`src/rtl/irqc_pkg.sv`:
```
package irqc_pkg;

    localparam int DATA_W = 32;
    localparam int IDX_W  = 3;

    typedef enum logic [IDX_W-1:0] {
        IX_IDENT = 3'd0,
        IX_CAPS  = 3'd1,
        IX_ENA   = 3'd2,
        IX_ENSET = 3'd3,
        IX_POL   = 3'd4,
        IX_TRIG  = 3'd5,
        IX_ACK   = 3'd6,
        IX_MASK  = 3'd7
    } reg_ix_e;

    typedef struct packed {
        logic              we;
        reg_ix_e           ix;
        logic [DATA_W-1:0] data;
    } bus_wr_t;

    function automatic logic [DATA_W-1:0] caps_word(input int unsigned n);
        logic [5:0] cnt;
        cnt = 6'(n);
        return DATA_W'(cnt);
    endfunction

endpackage

```
`src/rtl/irqc_src.sv`:
```
module irqc_src (
    input  logic clk,
    input  logic rst,
    input  logic req_i,
    input  logic low_act_i,
    input  logic edge_mode_i,
    input  logic ack_i,
    output logic pend_o
);
    logic req_q;
    logic cond_now;
    logic cond_old;
    logic act_edge;

    assign cond_now = req_i ^ low_act_i;
    assign cond_old = req_q ^ low_act_i;
    assign act_edge = cond_now & ~cond_old;

    always_ff @(posedge clk) begin
        if (rst) begin
            req_q  <= 1'b0;
            pend_o <= 1'b0;
        end else begin
            req_q <= req_i;
            if (!edge_mode_i)
                pend_o <= cond_now;
            else if (act_edge)
                pend_o <= 1'b1;
            else if (ack_i)
                pend_o <= 1'b0;
        end
    end

    p_edge_hold_r5: assert property (@(posedge clk) disable iff (rst)
        (edge_mode_i && pend_o && !ack_i) |=> pend_o);

    p_edge_set_r4: assert property (@(posedge clk) disable iff (rst)
        (edge_mode_i && (req_i ^ low_act_i) && !(req_q ^ low_act_i)) |=> pend_o);

    p_level_track_r6: assert property (@(posedge clk) disable iff (rst)
        (!edge_mode_i) |=> (pend_o == $past(req_i ^ low_act_i)));

endmodule

```
`src/rtl/irqc_regs.sv`:
```
module irqc_regs
    import irqc_pkg::*;
#(
    parameter int NUM_SRC = 32
) (
    input  logic               clk,
    input  logic               rst,
    input  bus_wr_t            wr_i,
    output logic [NUM_SRC-1:0] ena_o,
    output logic [NUM_SRC-1:0] pol_o,
    output logic [NUM_SRC-1:0] trig_o,
    output logic [NUM_SRC-1:0] ack_o
);
    logic [NUM_SRC-1:0] wbits;
    assign wbits = wr_i.data[NUM_SRC-1:0];

    always_ff @(posedge clk) begin
        if (rst) begin
            ena_o  <= '0;
            pol_o  <= '0;
            trig_o <= '0;
        end else if (wr_i.we) begin
            case (wr_i.ix)
                IX_ENA:   ena_o  <= wbits;
                IX_ENSET: ena_o  <= ena_o | wbits;
                IX_POL:   pol_o  <= wbits;
                IX_TRIG:  trig_o <= wbits;
                default:  ;
            endcase
        end
    end

    assign ack_o = (wr_i.we && wr_i.ix == IX_ACK) ? wbits : '0;

    p_reset_clear_r3: assert property (@(posedge clk)
        rst |=> (ena_o == '0 && pol_o == '0 && trig_o == '0));

    p_enset_keeps_r8: assert property (@(posedge clk) disable iff (rst)
        (wr_i.we && wr_i.ix == IX_ENSET) |=>
            (((ena_o & $past(ena_o)) == $past(ena_o)) &&
             ((ena_o & $past(wbits)) == $past(wbits))));

endmodule

```
`src/rtl/irqc_merge.sv`:
```
module irqc_merge #(
    parameter int NUM_SRC = 32
) (
    input  logic               clk,
    input  logic               rst,
    input  logic [NUM_SRC-1:0] pend_i,
    input  logic [NUM_SRC-1:0] ena_i,
    output logic [NUM_SRC-1:0] masked_o,
    output logic               irq_o
);
    assign masked_o = pend_i & ena_i;

    always_ff @(posedge clk) begin
        if (rst) irq_o <= 1'b0;
        else     irq_o <= |masked_o;
    end

    p_irq_rise_r9: assert property (@(posedge clk) disable iff (rst)
        (|(pend_i & ena_i)) |=> irq_o);

    p_irq_fall_r9: assert property (@(posedge clk) disable iff (rst)
        (!(|(pend_i & ena_i))) |=> !irq_o);

endmodule

```
`src/rtl/irq_combiner.sv`:
```
module irq_combiner
    import irqc_pkg::*;
#(
    parameter int          NUM_SRC = 32,
    parameter logic [31:0] ID_CODE = 32'h0A61_C0DE
) (
    input  logic               clk,
    input  logic               rst,
    input  logic [NUM_SRC-1:0] irq_in,
    input  logic               reg_we,
    input  logic [2:0]         reg_idx,
    input  logic [31:0]        reg_wdata,
    output logic [31:0]        reg_rdata,
    output logic               irq_out
);
    localparam logic [DATA_W-1:0] CAPS = caps_word(NUM_SRC);

    bus_wr_t            wr;
    logic [NUM_SRC-1:0] ena, pol, trig, ack, pend, masked;

    initial begin
        if (NUM_SRC < 1 || NUM_SRC > 32)
            $error("NUM_SRC out of range");
    end

    assign wr.we   = reg_we;
    assign wr.ix   = reg_ix_e'(reg_idx);
    assign wr.data = reg_wdata;

    irqc_regs #(.NUM_SRC(NUM_SRC)) u_regs (
        .clk    (clk),
        .rst    (rst),
        .wr_i   (wr),
        .ena_o  (ena),
        .pol_o  (pol),
        .trig_o (trig),
        .ack_o  (ack)
    );

    for (genvar g = 0; g < NUM_SRC; g++) begin : g_src
        irqc_src u_src (
            .clk         (clk),
            .rst         (rst),
            .req_i       (irq_in[g]),
            .low_act_i   (pol[g]),
            .edge_mode_i (trig[g]),
            .ack_i       (ack[g]),
            .pend_o      (pend[g])
        );
    end

    irqc_merge #(.NUM_SRC(NUM_SRC)) u_merge (
        .clk      (clk),
        .rst      (rst),
        .pend_i   (pend),
        .ena_i    (ena),
        .masked_o (masked),
        .irq_o    (irq_out)
    );

    always_comb begin
        case (reg_ix_e'(reg_idx))
            IX_IDENT: reg_rdata = ID_CODE;
            IX_CAPS:  reg_rdata = CAPS;
            IX_ENA:   reg_rdata = DATA_W'(ena);
            IX_POL:   reg_rdata = DATA_W'(pol);
            IX_TRIG:  reg_rdata = DATA_W'(trig);
            IX_ACK:   reg_rdata = DATA_W'(pend);
            IX_MASK:  reg_rdata = DATA_W'(masked);
            default:  reg_rdata = '0;
        endcase
    end

endmodule

```
`config.mk`:
```
export PLATFORM = sky130hd
export DESIGN_NAME = irq_combiner
export DESIGN_NICKNAME = d
export VERILOG_FILES = /design/src/rtl/irqc_pkg.sv /design/src/rtl/irqc_src.sv /design/src/rtl/irqc_regs.sv /design/src/rtl/irqc_merge.sv /design/src/rtl/irq_combiner.sv
export SDC_FILE = /design/constraint.sdc
export NUM_CORES = 1
export LEC_CHECK = 0
export CORE_MARGIN = 2
export CORE_UTILIZATION = 25
export CTS_CLUSTER_SIZE = 40
export DETAILED_ROUTE_END_ITERATION = 7
export DONT_BUFFER_PORTS = 1
export PLACE_DENSITY_LB_ADDON = 0.05
export SLEW_MARGIN = 10
export SYNTH_ARGS = -nofsm -noshare
export SYNTH_HDL_FRONTEND = slang
export SYNTH_SLANG_ARGS = --single-unit
```
`constraint.sdc`:
```
create_clock -name clk -period 1.8 [get_ports clk]
set_clock_uncertainty 0.15 [all_clocks]
set_input_delay 0.27 -clock clk [delete_from_list [all_inputs] [get_ports clk]]
set_output_delay 0.27 -clock clk [all_outputs]
set_load 0.01 [all_outputs]
```
==> run summary, run 1 <==
status = finished with violations
failing checks = hold timing, setup timing
Die X = 177 microns
number of placement rows = 63
clk sinks = 161
Max Cap Viol = 0
WL/cell = 19.1 microns
routed wire length = 28500 microns
met1 wire length = 13200 microns
Primary FF master, synth = dfxtp_1
IO Pins = 103
final count of negative-setup-slack endpoints = 7
most frequent cell after synthesis = nand2_1
drc violations = 0
final hold vios = 1
RSZ-0062 raised after global routing = true
Core ar. = 29600 sq um
Synth async-reset ratio = 0%
die area = 31400 sq um
initial antenna violation count = 0
Die H = 177 microns
first-pass GRT wire length = 44100 microns
Antenna Violating Nets Remaining = 0
final worst slack = -0.0349 ns
CTS H-tree lvls = 4
Post-DP HPWL = 17300 microns
Area Growth Syn to Fin = 41.3%
worst setup path class = reg -> out
Worst-Margin Slew = 0.528 ns
Critical Path, Cell by Cell = a21o_1 -> a221oi_2 -> a31oi_1 -> buf_4
hold path start = irq_in[24]
Startpoint Class = flip-flop
uppermost routed layer = met4
diode count = 0
Clk Tree Root Cell = clkbuf_16
post-synth top area share = 43.0%
gp weighted congestion = 0.714
fraction of layout cells with a size suffix above 1 = 20.3%
dpl ws = 0.107 ns
Static Leakage = 4.20 nW
relative slew slack = 64.8%
Post-synth top cells = nand2_1, dfxtp_1, a21oi_1, nor2_1, a22oi_1
DR pass1 iterations = 4
Post-synth EDFFs = 0
final net count = 1161
peak supply drop = 622 uV
top fanout value on the critical path = 4
Mean Syn Cell Area = 8.13 sq um
Worst-path clk slew = 0.07 ns
WL met3 = 1350 microns
Synth area leader = dfxtp_1
period utilisation layout = 102%
required time of the critical path = 1.38 ns
vias in the first global route = 7192
clock buffer depth = 2
kind of cell adding the most delay to the critical path = compound AO/OA/AOI/OAI gates
via count = 7129
reg2reg start = u_regs.pol_o[9]$_SDFFE_PP0P_
All-Layer GR Usage = 18.7%
Met2 Routed Length = 13600 microns
minimum hold slack = -0.0154 ns
max-slew violations = 0
hold path depth = 4
Fmax = 0.545 GHz
Yosys reg bits = 161
Synth area leaders = dfxtp_1, nand2_1, a21oi_1
Initial Util = 25.4%
reg2reg path depth = 6
Stages on worst setup path = 4
HP Class = in -> reg
CTS tree = done
Vias per Instance = 4.77
CP endpoint kind = output pin
min Tclk post-route = 1.83 ns
Crit. Startpoint = g_src[5].u_src.pend_o$_SDFFE_PP0P_
sequential share of the synthesized area = 43.0%
Critical Path AT = 1.41 ns
post-synthesis cell area = 7500 sq um
Critical-path top delay cell = dfxtp_2
largest net degree at the start of global routing = 94
crit-path max cell delay = 0.35 ns
Distinct cells, synth = 40
clk_lat worst skew = 0.43 ns
Post-Syn Nets = 992
Synth warnings = 0
Buf/Inv on CP = 1
TritonCTS Buffers = 17
fin util = 35.9%
GRT overflow = 0
Syn Inst Count = 922
P per Cell Area = 804 nW/um^2
Buffers on Ports = 0
initial drt markers = 467
[flip-flops by register name, indices dropped and copies added, names as in the netlist]
name	cells
g_src.u_src.pend_o	32
g_src.u_src.req_q	32
u_merge.irq_o	1
u_regs.trig_o	32
u_regs.pol_o	32
u_regs.ena_o	32
[routing by layer]
layer	GRT usage [%]	vias up
met5	0	-
met4	4.30	0
met3	4.34	15
met2	31.0	137
met1	24.5	3447
li1	-	3530
[power by group]
part           internal, W  switching, W
logic             0.000533      0.000436
clock network      0.00215       0.00156
registers          0.00371      0.000138
[what timing repair did]
| item | CTS | global route |
|---|---|---|
| cloned | 0 | 0 |
| buffers inserted | 19 | 6 |
| gates resized for setup | 89 | 37 |
| endpoints found under the setup margin | 31 | 33 |
| hold buffers | 135 | 0 |
| pin swaps | 27 | 18 |
| endpoints found under the hold margin | 161 | 0 |
[through the flow]
stage	std cells	hold WS, ns	area (sq um)	setup TNS [ns]	total power [W]
2_1_floorplan	922	0.248	7500	0	0.00443
3_3_place_gp	1304	0.202	8120	0	0.00458
3_5_place_dp	1304	0.201	8120	0	0.00458
4_1_cts	1488	0.0258	10500	-0.494	0.00865
5_1_grt	1493	0.0588	10600	-1.70	0.00895
6_report	1493	-0.0154	10600	-0.0979	0.00852
[worst reg2reg max path, cell delays in order (launching register included)]
cell	delay (ns)
dfxtp_4	0.34
buf_4	0.14
xor2_1	0.14
a21oi_1	0.09
a31oi_1	0.14
nor2_1	0.05
dlygate4sd3_1	0.55
[worst paths after layout]
check / endpoint / slack, ns
max reg2reg: g_src[9].u_src.pend_o$_SDFFE_PP0P_ / 0.09
max: reg_rdata[5] / -0.03
min: g_src[24].u_src.pend_o$_SDFFE_PP0P_ / -0.02
min reg2reg: u_regs.trig_o[29]$_SDFFE_PP0P_ / 0.32
[final cells by class]
| cell class | count | area (sq um) |
|---|---|---|
| tap | 390 | 488 |
| timing repair buffer | 215 | 2050 |
| clock buffer | 22 | 474 |
| multi-input combinational | 687 | 4130 |
| sequential | 161 | 3310 |
| clock inverter | 9 | 108 |
| fill | 3090 | 19000 |
| inverter | 9 | 33.8 |
[placed cells by master (no fill, tap or decap), types with 8 or more instances in the layout]
cell	count
a31oi_1	43
o22ai_2	11
mux2i_1	17
nor2_1	75
nor2b_1	34
o21a_1	8
clkbuf_16	17
a22oi_1	48
a21o_1	9
dfxtp_2	53
xnor2_1	30
o21ai_1	10
a21oi_1	113
xor2_1	30
buf_4	74
nand2b_1	11
dfxtp_1	102
dlygate4sd3_1	133
nand2_1	178
nand2b_4	9
[cell families after synthesis]
family	after synthesis	synth area share, %
xor gates and xnor gates	60	7.01
and+or+nand+nor	328	19.1
DFF	161	43.0
AOI/OAI and AO/OA	281	22.8
buffers and inverters	74	5.67
muxes	18	2.40
Note: power is estimated with default switching activity, not from simulation.
==> run 2: changes to the inputs <==
--- a/config.mk
+++ b/config.mk
@@ -11,6 +11,7 @@
 export DETAILED_ROUTE_END_ITERATION = 7
 export DONT_BUFFER_PORTS = 1
 export PLACE_DENSITY_LB_ADDON = 0.05
+export SETUP_SLACK_MARGIN = 0.3
 export SLEW_MARGIN = 10
 export SYNTH_ARGS = -nofsm -noshare
 export SYNTH_HDL_FRONTEND = slang
==> run 2 against run 1 <==
Register-to-register slack better by 0.14 ns. Final cell count shrank 3.8%. Wire length is 4.0% lower. Worst hold slack worse by 0.24 ns. Power decreased by 1.6%. Sequential cell count unchanged. The flow still finishes with violations (hold timing, setup timing). Highest routed layer unchanged. Non-clock buffer count shrank 57. Critical endpoint is now reg_rdata[15]. Core utilization shrank 1.6 points. Critical path depth did not move.
==> run summary, run 2 (same netlist as run 1, synthesis figures left out) <==
status = finished with violations
failing checks = hold timing, setup timing
final net count = 1104
P per Cell Area = 828 nW/um^2
CTS tree = done
final count of negative-setup-slack endpoints = 7
WL/cell = 19.0 microns
Area Growth Syn to Fin = 35.0%
initial drt markers = 381
Clk Tree Root Cell = clkbuf_16
worst setup path class = reg -> out
period utilisation layout = 104%
Static Leakage = 3.93 nW
Die X = 177 microns
Initial Util = 25.4%
dpl ws = 0.111 ns
CTS H-tree lvls = 4
clock buffer depth = 2
DR pass1 iterations = 4
reg2reg start = g_src[19].u_src.pend_o$_SDFFE_PP0P_
die area = 31400 sq um
HP Class = in -> reg
Core ar. = 29600 sq um
most frequent cells in the layout = nand2_1, a21oi_1, dfxtp_1, buf_4, nor2_1
Startpoint Class = flip-flop
drc violations = 0
Max Cap Viol = 0
GRT overflow = 0
initial antenna violation count = 0
Buffers on Ports = 0
setup_tns = -0.225 ns
reg2reg path depth = 5
R2R setup slack = 0.23 ns
Critical Path AT = 1.44 ns
hold path start = rst
Internal = 0.00631 W
peak supply drop = 630 uV
Vias per Instance = 4.76
Clk network pwr share = 44.3%
CP endpoint kind = output pin
All-Layer GR Usage = 17.7%
Antenna Violating Nets Remaining = 0
top fanout value on the critical path = 4
Seq pwr share = 45.7%
required time of the critical path = 1.38 ns
Post-DP HPWL = 16900 microns
vias in the first global route = 6654
max-slew violations = 0
Fmax = 0.536 GHz
net switching power = 0.00207 W
RSZ-0062 raised after global routing = true
Worst-path clk slew = 0.07 ns
most common cell after layout, fill and taps aside = nand2_1
Die H = 177 microns
final hold vios = 95
R2R Path End = u_merge.irq_o$_SDFF_PP0_
Combinational Power Share = 10.0%
Hold Path Sink = u_regs.trig_o[20]$_SDFFE_PP0P_
number of placement rows = 63
clk sinks = 161
TritonCTS Buffers = 17
relative slew slack = 71.0%
Crit. Startpoint = u_regs.ena_o[15]$_SDFFE_PP0P_
IO Pins = 103
diode count = 0
sw frac = 24.7%
final worst slack = -0.0648 ns
routed wire length = 27300 microns
min Tclk post-route = 1.86 ns
via count = 6838
fraction of layout cells with a size suffix above 1 = 24.4%
clk_lat worst skew = 0.44 ns
gp weighted congestion = 0.709
Worst-Margin Slew = 0.435 ns
minimum hold slack = -0.254 ns
first-pass GRT wire length = 41600 microns
hold path depth = 1
largest net degree at the start of global routing = 162
run 2: changes by cell type in the layout (fill, tap and decap cells not counted), sizes merged:
cell	change
clkbuf	+2
buf	+10
dlygate4sd3	-67
clkinvlp	-1
run 2: per-stage QoR:
step	utilization [%]	cell area, sq um	std cells	power [W]
global route	34.2	10100	1437	0.00875
global placement	27.2	8040	1289	0.00457
finish	34.2	10100	1437	0.00838
detailed placement	27.2	8040	1289	0.00457
floorplan	-	7530	922	0.00444
CTS	33.1	9790	1414	0.00849
run 2: worst max-delay path by stage:
stage | slack [ns] | endpoint
floorplan | 0.29 | reg_rdata[11]
global placement | 0.11 | reg_rdata[25]
detailed placement | 0.11 | reg_rdata[21]
CTS | -0.1 | reg_rdata[31]
global route | -0.12 | reg_rdata[31]
finish | -0.06 | reg_rdata[15]
run 2: power groups by stage:
stage	Sequential, W	Combinational [W]	Clock (W)
detailed placement	0.00393	0.000644	0
floorplan	0.00387	0.000567	0
CTS	0.00383	0.000807	0.00385
global route	0.00384	0.000930	0.00397
finish	0.00383	0.000839	0.00372
global placement	0.00393	0.000644	0
run 2: repair_timing:
item                                    4_1_cts  5_1_grt
hold endpoints to repair                    161      109
hold buffers                                 53       14
pin swaps                                    44       41
gates resized for setup                     123       34
setup buffers                                40       10
endpoints found under the setup margin       33       47
run 2: per-layer routing:
| layer | wire (microns) | part of all wire (%) | global-route usage, % |
|---|---|---|---|
| met1 | 13000 | 48 | 23.6 |
| met2 | 12900 | 47 | 28.3 |
| met3 | 1230 | 4.5 | 4.57 |
| met4 | 206 | 0.75 | 4.51 |
| met5 | 0 | 0 | 0 |
run 2: cell type report:
type | count | area (sq um)
Fill cell | 3155 | 19400
Multi-Input combinational cell | 687 | 4200
Sequential cell | 161 | 3350
Timing Repair Buffer | 158 | 1470
Tap cell | 390 | 488
Clock buffer | 24 | 482
Clock inverter | 8 | 104
Inverter | 9 | 33.8
run 2: worst max-delay path: stages, from the launching register on:
cell,delay [ns]
dfxtp_2,0.36
nand2b_4,0.12
a32oi_2,0.10
o22ai_2,0.26
buf_4,0.17
==> run 3: changes to the inputs <==
--- a/config.mk
+++ b/config.mk
@@ -5,12 +5,12 @@
 export SDC_FILE = /design/constraint.sdc
 export NUM_CORES = 1
 export LEC_CHECK = 0
+export CORE_ASPECT_RATIO = 2
 export CORE_MARGIN = 2
 export CORE_UTILIZATION = 25
 export CTS_CLUSTER_SIZE = 40
 export DETAILED_ROUTE_END_ITERATION = 7
 export DONT_BUFFER_PORTS = 1
-export PLACE_DENSITY_LB_ADDON = 0.05
 export SETUP_SLACK_MARGIN = 0.3
 export SLEW_MARGIN = 10
 export SYNTH_ARGS = -nofsm -noshare
==> run 3 against run 2 <==
The run still ends with hold timing, setup timing left. Die area grew 0.27%. Wire length shrank 0.85%. Sequential power barely moved. Maximum frequency fell by 0.14%. Power rose by 4.1%. Combinational power grew 7.0%. Non-clock buffer count is 24 higher. Sequential share of layout area down 1.3 points. Final cell count shrank 0.14%. Global-route usage decreased by 1.1 points. Critical endpoint is now reg_rdata[13]. Largest cell class unchanged.
==> run summary, run 3 (same netlist as run 1, synthesis figures left out) <==
R2R Path End = u_regs.ena_o[16]$_SDFFE_PP0P_
die area = 31500 sq um
gp weighted congestion = 0.831
Max Cap Viol = 0
diode count = 0
P per Cell Area = 832 nW/um^2
routed wire length = 27100 microns
initial drt markers = 489
reg2reg path depth = 4
final hold vios = 73
grt met2 use = 29.3%
Initial Util = 25.4%
Area Growth Syn to Fin = 39.9%
Worst-Margin Slew = 0.490 ns
most common cell after layout, fill and taps aside = nand2_1
GRT Max-Usage Layer = met2
final worst slack = -0.0674 ns
clock buffer depth = 2
first-pass GRT wire length = 40400 microns
Post-DP HPWL = 17400 microns
All-Layer GR Usage = 16.6%
initial antenna violation count = 0
TritonCTS Buffers = 17
top fanout value on the critical path = 4
Critical Path AT = 1.45 ns
largest net degree at the start of global routing = 162
CTS H-tree lvls = 4
relative slew slack = 67.2%
min Tclk post-route = 1.87 ns
required time of the critical path = 1.38 ns
M3 GR Usage = 4.98%
worst setup path class = reg -> out
RSZ-0062 raised after global routing = true
R2R setup slack = 0.32 ns
fin util = 35.6%
vias in the first global route = 7178
most frequent cells in the layout = nand2_1, a21oi_1, dfxtp_1, dlygate4sd3_1, nor2_1
Clk Tree Root Cell = clkbuf_16
total power = 0.00873 W
final net count = 1128
hold path start = rst
setup_tns = -0.248 ns
drc violations = 0
WL/cell = 18.9 microns
final count of negative-setup-slack endpoints = 13
clk sinks = 161
minimum hold slack = -0.224 ns
clk_lat worst skew = 0.43 ns
CP endpoint kind = output pin
hold path depth = 1
Die H = 249 microns
peak supply drop = 699 uV
Antenna Violating Nets Remaining = 0
reg2reg start = u_regs.ena_o[16]$_SDFFE_PP0P_
fraction of layout cells with a size suffix above 1 = 24.5%
number of placement rows = 89
fill count = 2897
Hold Path Sink = u_regs.trig_o[23]$_SDFFE_PP0P_
DR pass1 iterations = 5
GRT overflow = 0
status = finished with violations
Die X = 126 microns
Core ar. = 29500 sq um
CTS tree = done
Static Leakage = 4.13 nW
met1 Use GR = 15.5%
Worst-path clk slew = 0.06 ns
Vias per Instance = 5.16
HP Class = in -> reg
via count = 7398
max-slew violations = 0
failing checks = hold timing, setup timing
Buffers on Ports = 0
period utilisation layout = 104%
Fmax = 0.536 GHz
IO Pins = 103
Startpoint Class = flip-flop
==> run 3: changes by cell type in the layout (fill, tap and decap cells not counted), moves of 4 or more <==
cell	change
o21ai_1	+5
o21ai_2	-6
buf_4	-9
dfxtp_4	-4
a22oi_2	+7
a22oi_1	-7
dlygate4sd3_1	+27
==> run 3: area by class of cell <==
type                            count  area, sq um  share of cell area (%)
Clock inverter                      8          149                    1.42
Sequential cell                   161         3330                    31.8
Inverter                            9         41.3                   0.393
Multi-Input combinational cell    687         4270                    40.7
Clock buffer                       24          502                    4.78
Tap cell                          364          455                    4.34
Timing Repair Buffer              182         1750                    16.6
==> run 3: report_power, final <==
group / switching (W) / internal [W] / total [W] / leakage (nW)
clock: 0.00148 / 0.00251 / 0.00399 / 0.313
combinational: 0.000407 / 0.000491 / 0.000898 / 2.46
sequential: 0.000138 / 0.00371 / 0.00384 / 1.35
==> run 3: how the worst max path moves through the flow <==
stage | startpoint | to | slack (ns) | cells after the start
after global placement | reg_idx[1] | reg_rdata[31] | 0.11 | 4
final | u_regs.ena_o[13]$_SDFFE_PP0P_ | reg_rdata[13] | -0.07 | 4
after CTS | g_src[19].u_src.pend_o$_SDFFE_PP0P_ | reg_rdata[19] | -0.06 | 5
after global routing | g_src[5].u_src.pend_o$_SDFFE_PP0P_ | reg_rdata[5] | -0.10 | 4
after detailed placement | reg_idx[1] | reg_rdata[31] | 0.10 | 4
after floorplan | reg_idx[1] | reg_rdata[11] | 0.29 | 5
==> run 3: layer usage <==
layer  part of all wire, %  vias to the layer above
met3                   6.9                      102
met1                    33                     3563
met4                   7.7                        0
met5                     0                        -
met2                    52                      267
li1                      -                     3466
==> run 3: critical path, cell delays in order (launching register included) <==
cell	delay, ns
dfxtp_1	0.39
nand2b_1	0.12
a31oi_1	0.09
o21ai_1	0.24
buf_4	0.17
==> run 3: repair_timing <==
| item | 4_1_cts | 5_1_grt |
|---|---|---|
| hold endpoints to repair | 161 | 88 |
| setup buffers | 37 | 7 |
| gates cloned | 0 | 0 |
| hold buffers | 76 | 21 |
| pin swaps | 43 | 44 |
| setup endpoints to repair | 33 | 65 |
| resized for setup | 120 | 54 |
==> run 3: per-stage QoR <==
stage                     std cells  area (sq um)  hold slack (ns)  setup slack [ns]
final                          1435         10500           -0.224           -0.0674
after global routing           1435         10500           -0.235            -0.102
after CTS                      1410         10100           -0.247           -0.0574
after detailed placement       1265          8020            0.220             0.101
after global placement         1265          8020            0.218             0.108
after floorplan                 922          7530            0.248             0.290
